<file path="config.mk">
export PLATFORM = sky130hd
export DESIGN_NAME = wdt_keyed
export DESIGN_NICKNAME = d
export VERILOG_FILES = /design/src/rtl/wdt_pkg.sv /design/src/rtl/wdt_prescale.sv /design/src/rtl/wdt_count.sv /design/src/rtl/wdt_ctrl.sv /design/src/rtl/wdt_keyed.sv
export SDC_FILE = /design/constraint.sdc
export NUM_CORES = 1
export LEC_CHECK = 0
export ABC_AREA = 1
export BUFFER_PORTS_ARGS = -buffer_cell sky130_fd_sc_hd__clkbuf_2
export CORE_ASPECT_RATIO = 0.75
export CORE_MARGIN = 2
export CORE_UTILIZATION = 45
export CTS_CLUSTER_SIZE = 12
export DETAILED_ROUTE_END_ITERATION = 12
export PLACE_DENSITY = 0.68
export SYNTH_ARGS = -nofsm -noshare
export SYNTH_HDL_FRONTEND = slang
export SYNTH_SLANG_ARGS = --single-unit
export TNS_END_PERCENT = 50
</file>
<file path="constraint.sdc">
create_clock -name clk -period 2.37 [get_ports clk]
set_input_delay 0.3555 -clock clk [delete_from_list [all_inputs] [get_ports clk]]
set_output_delay 0.3555 -clock clk [all_outputs]
set_load 0.005 [all_outputs]
</file>
<file path="src/rtl/wdt_pkg.sv">
`timescale 1ns/1ps
package wdt_pkg;
  localparam int DIV_W = 12;

  typedef struct packed {
    logic       run;
    logic       wd_mode;
    logic       rst_sel;
    logic       wd_flag;
    logic       iv_flag;
    logic [2:0] cks;
  } ctl_t;

  // terminal count of the prescaler for each divider code
  function automatic logic [DIV_W-1:0] div_limit(input logic [2:0] code);
    logic [DIV_W-1:0] r;
    case (code)
      3'd0:    r = DIV_W'(0);
      3'd1:    r = DIV_W'(3);
      3'd2:    r = DIV_W'(15);
      3'd3:    r = DIV_W'(31);
      3'd4:    r = DIV_W'(63);
      3'd5:    r = DIV_W'(255);
      3'd6:    r = DIV_W'(1023);
      default: r = DIV_W'(4095);
    endcase
    return r;
  endfunction
endpackage

</file>
<file path="src/rtl/wdt_prescale.sv">
`timescale 1ns/1ps
module wdt_prescale
  import wdt_pkg::*;
(
  input  logic       clk,
  input  logic       rst,
  input  logic       run,
  input  logic [2:0] cks,
  output logic       tick
);
  logic [DIV_W-1:0] pcnt;

  assign tick = run && (pcnt >= div_limit(cks));

  always_ff @(posedge clk) begin
    if (rst || !run) pcnt <= '0;
    else if (tick)   pcnt <= '0;
    else             pcnt <= pcnt + 1'b1;
  end
endmodule

</file>
<file path="src/rtl/wdt_count.sv">
`timescale 1ns/1ps
module wdt_count #(
  parameter int W = 8
) (
  input  logic         clk,
  input  logic         rst,
  input  logic         tick,
  input  logic         load,
  input  logic [W-1:0] load_val,
  output logic [W-1:0] cnt,
  output logic         wrap
);
  // a load on the same edge suppresses the step and the wrap
  assign wrap = tick && !load && (&cnt);

  always_ff @(posedge clk) begin
    if (rst)       cnt <= '0;
    else if (load) cnt <= load_val;
    else if (tick) cnt <= cnt + 1'b1;
  end
endmodule

</file>
<file path="src/rtl/wdt_ctrl.sv">
`timescale 1ns/1ps
module wdt_ctrl
  import wdt_pkg::*;
(
  input  logic       clk,
  input  logic       rst,
  input  logic       wr,
  input  logic [7:0] wdata,
  input  logic       wrap,
  output ctl_t       ctl,
  output logic       rst_req,
  output logic       rst_kind
);
  ctl_t wv;
  assign wv = ctl_t'(wdata);

  always_ff @(posedge clk) begin
    if (rst) begin
      ctl      <= '0;
      rst_req  <= 1'b0;
      rst_kind <= 1'b0;
    end else begin
      if (wr) begin
        ctl.run     <= wv.run;
        ctl.wd_mode <= wv.wd_mode;
        ctl.rst_sel <= wv.rst_sel;
        ctl.cks     <= wv.cks;
        ctl.wd_flag <= ctl.wd_flag & wv.wd_flag;
        ctl.iv_flag <= ctl.iv_flag & wv.iv_flag;
      end
      // wrap sets the flag even against a clearing write
      if (wrap &&  ctl.wd_mode) ctl.wd_flag <= 1'b1;
      if (wrap && !ctl.wd_mode) ctl.iv_flag <= 1'b1;
      rst_req <= wrap && ctl.wd_mode;
      if (wrap && ctl.wd_mode) rst_kind <= ctl.rst_sel;
    end
  end
endmodule

</file>
<file path="src/rtl/wdt_keyed.sv">
`timescale 1ns/1ps
module wdt_keyed
  import wdt_pkg::*;
#(
  parameter int         CNT_W   = 8,
  parameter logic [7:0] CNT_KEY = 8'h5A,
  parameter logic [7:0] CTL_KEY = 8'hA5
) (
  input  logic             clk,
  input  logic             rst,
  input  logic             wr_cnt,
  input  logic             wr_ctl,
  input  logic [15:0]      wdata,
  output logic [CNT_W-1:0] cnt_q,
  output logic [7:0]       ctl_q,
  output logic             rst_req,
  output logic             rst_kind,
  output logic             irq
);
  logic cnt_ok, ctl_ok, tick, wrap;
  ctl_t ctl;

  assign cnt_ok = wr_cnt && (wdata[15:8] == CNT_KEY);
  assign ctl_ok = wr_ctl && (wdata[15:8] == CTL_KEY);

  wdt_prescale u_pre (
    .clk(clk), .rst(rst), .run(ctl.run), .cks(ctl.cks), .tick(tick)
  );

  wdt_count #(.W(CNT_W)) u_cnt (
    .clk(clk), .rst(rst), .tick(tick), .load(cnt_ok),
    .load_val(wdata[CNT_W-1:0]), .cnt(cnt_q), .wrap(wrap)
  );

  wdt_ctrl u_ctl (
    .clk(clk), .rst(rst), .wr(ctl_ok), .wdata(wdata[7:0]), .wrap(wrap),
    .ctl(ctl), .rst_req(rst_req), .rst_kind(rst_kind)
  );

  assign ctl_q = ctl;
  assign irq   = ctl.iv_flag;
endmodule

</file>
==> implementation parameters <==
Parameter                              Value

Floorplan
  Die Span X ... between 70 and 80 um
  Area of the die ... approximately 4600 um2
  Placeable core region ... 3980 um2
  Initial Utilization ... 0.461
  Die Span Y ... 59.3 um
  Cell row count ... 20
  Total I/O pin count ... 39

Placement
  Post-place setup slack ... 270 ps
  IO Port Bufs ... 38
  Routability congestion estimate ... 0.806
  HPWL after detailed placement ... 2.93 mm

GRT
  Remaining global-route overflow ... 0
  First-pass GRT wire length ... 6.23 mm
  Total Routing Usage GR ... 0.171
  Number of global-route vias before repair ... 1461
  Initial antenna violation count ... 0
  Maximum number of pins on one net before global-route repair ... 15

Synthesis
  Number of cells produced by synthesis ... 247
  Synth unique cells ... 31
  Sequential area share after synthesis ... 0.327
  Post-synthesis net count ... 281
  Area fraction in and, or, nand and nor cells after synthesis ... 0.322
  Most numerous cell types in the synthesized netlist ... sky130_fd_sc_hd__nand2_1 (64), sky130_fd_sc_hd__dfxtp_1 (30), sky130_fd_sc_hd__inv_1 (29), sky130_fd_sc_hd__a21oi_1 (21)
  Post-synthesis instance area ... 1840 um2
  Most instantiated flip-flop cell in the synthesis netlist ... sky130_fd_sc_hd__dfxtp_1
  Compound-cell area share of the yosys netlist ... 0.121
  Adder-Cell Fraction of Synth Area ... 0.0954
  Portion of netlist area occupied by mux cells ... 0
  Area share of xor/xnor cells in the synthesized design ... 0.0429
  Area fraction of the dominant cell type after synthesis ... 0.327
  Top-count cell post-synth ... sky130_fd_sc_hd__nand2_1
  Main combinational cell family by area after synthesis ... simple AND/OR/NAND/NOR gates
  Share of synthesized registers carrying an async set or reset ... 0
  Library cell occupying the most area in the post-synthesis netlist ... sky130_fd_sc_hd__dfxtp_1
  EDFF count, synth ... 0
  Yosys warning count ... 0
  Most area-consuming cells after synthesis ... sky130_fd_sc_hd__dfxtp_1 (33%), sky130_fd_sc_hd__nand2_1 (13%), sky130_fd_sc_hd__ha_1 (9.5%)
  Post-synthesis average cell area ... 7.43 um2
  FF+latch count, synth ... 30

Pwr
  Power density relative to cell area ... approximately 450 nW/um2
  Leakage Power ... 0.000944 uW
  Peak supply drop ... 0.401 mV
  Total design power ... 964 uW

STA
  Clock period minus final worst setup slack ... 2060 ps
  Max Clock Skew ... 8.14 ps
  Final setup violation count ... 0
  Fin Hold WS ... 398 ps
  Slew at the pin with the worst max-slew slack ... around 500 ps
  Unrepaired setup endpoints after global routing ... no
  Slew margin rel. ... 0.666
  Slew Viols, Final ... 0
  Sum of negative setup slack ... 0 ps
  Share of the clock period used by the worst path after layout ... 0.867
  Maximum achievable frequency ... 487 MHz
  Post-layout worst setup margin ... 315 ps
  Fin. Hold Viols ... 0

Drt
  Number of DRC markers in iteration 0 ... 52
  ANT nets after route ... 0
  Total routed wirelength ... between 3 and 4 mm
  Number of vias in the routed layout ... 1615
  Pre-antenna DRT Iters ... 4
  Avg Vias per Cell ... 4.72
  DRC Markers ... 0
  Mean routed wirelength per cell ... between 10 and 15 um

Clock network
  Sink count of the clock tree ... 30
  # H-tree levels ... 2
  Root buf cell ... sky130_fd_sc_hd__clkbuf_8
  Post-CTS setup buffer count ... 0
  Clock buffer depth ... 2
  Clock network latency to the later pin of the worst-skew pair ... between 200 and 300 ps
  Number of gates given a new drive strength after cts ... 0
  Register clock-pin slew on the reported worst setup and hold paths ... 60 ps
  Number of clock buffers inserted by TritonCTS ... 5
  Quantity of hold-fixing buffers added after cts ... 0
  Clock tree from TritonCTS ... done

Layout
  Number of antenna cells inserted ... 0
  Synth-to-layout area growth ... 16.8%
  Share of cells above drive strength 1 ... 0.261
  Total Nets Final ... 320
  Final standard cell utilization of the core ... 0.539

Setup path
  Signal arrival time at the worst endpoint ... 2240 ps
  Biggest cell delay along the critical path ... 440 ps
  Critical path type ... register to register
  Critical Path Slowest Stage Cell ... sky130_fd_sc_hd__dfxtp_1
  Biggest fanout along the worst timing path ... 12
  Crit Reg-Reg Startpoint ... u_ctl.ctl[1]
  Critical Path End Type ... register
  Library cell appearing most often on the critical path ... sky130_fd_sc_hd__nand2_2
  Top cell family by delay on the critical path ... simple AND/OR/NAND/NOR gates
  Total buffers and inverters traversed by the critical path ... 0
  Crit. Startpoint ... u_ctl.ctl[1]
  Worst path cell trace ... nand3_1 > ha_1 > a21oi_1 > nand2_1 > a21oi_2 > nand2_2 > nand2_2 > nand3_2 > nor3b_1
  Required time at the worst-slack endpoint ... approximately 2600 ps
  Setup crit start kind ... register

Hold path
  Hold path startpoint ... wdata[0]
  Kind of path behind the tightest hold check ... input pin to register

Status
  Run status ... finished clean

Flow run
  Number of maximum-capacitance constraint violations ... 0
-- path summary, 6_finish.rpt --
| kind | to | slack, ps | cells after the start |
|---|---|---|---|
| max reg2reg | u_pre.pcnt[4] | 310 | 9 |
| min reg2reg | u_ctl.ctl[5] | 470 | 2 |
| max | u_pre.pcnt[4] | 310 | 9 |
| min | u_ctl.ctl[0] | 400 | 3 |
-- registers in the layout, summed over array words and instances (netlist names) --
name            flops
u_ctl.rst_kind      1
u_cnt.cnt           8
u_ctl.rst_req       1
u_ctl.ctl           8
u_pre.pcnt         12
-- power by group --
group	switching [uW]	internal, uW
clock network	188	234
logic	21.6	15.6
registers	0.476	504
-- area by class of cell --
cell class | instances | area, um2
flip-flops and latches | 30 | 601
multi-input cells | 179 | 1070
clock buffers | 7 | 86.3
fillers | 387 | 1830
well taps | 55 | 68.8
clock inverters | 1 | 5.00
inverters | 32 | 125
repair buffers | 38 | 190
-- worst register-to-register path, delay by kind of cell, from the launching register on --
| family | cells | cell delay [ps] |
|---|---|---|
| compound gates | 2 | 280 |
| fa+ha+maj | 1 | 330 |
| flops | 1 | 440 |
| simple gates | 6 | 920 |
-- layer usage --
metal | wire [um] | part of all wire | vias up | GRT usage
met5 | 0 | 0 | - | 0
met4 | 14 | 0.0038 | 0 | 0.0230
met3 | 189 | 0.051 | 2 | 0.0503
met2 | 1620 | 0.44 | 35 | 0.280
met1 | 1880 | 0.51 | 706 | 0.231
li1 | - | - | 872 | -
-- per-stage QoR --
step                cell area [um2]  cells
finish                         2140    342
global route                   2140    342
CTS                            2140    342
detailed placement             2050    334
global placement               2050    334
floorplan                      1840    247
-- cells in the final DEF, fill, tap and decap left out, drive strengths merged --
master  instances
dfxtp          30
nand4           3
xor2            5
nand2          69
nor3            8
clkinv          2
inv            31
ha             14
a21oi          25
nor3b           3
o21ai          15
nand3          13
or2             2
xnor2           4
clkbuf         45
nor2           17
and3            1
-- cell families (layout without fill, tap and decap cells) --
| group | count (synthesis) | count (layout) |
|---|---|---|
| xor gates and xnor gates | 9 | 9 |
| DFF | 30 | 30 |
| AOI/OAI and AO/OA | 40 | 40 |
| buffers and inverters | 38 | 78 |
| and+or+nand+nor | 116 | 116 |
| adders and majority gates | 14 | 14 |
No activity file was read; power rests on OpenSTA's default activity.
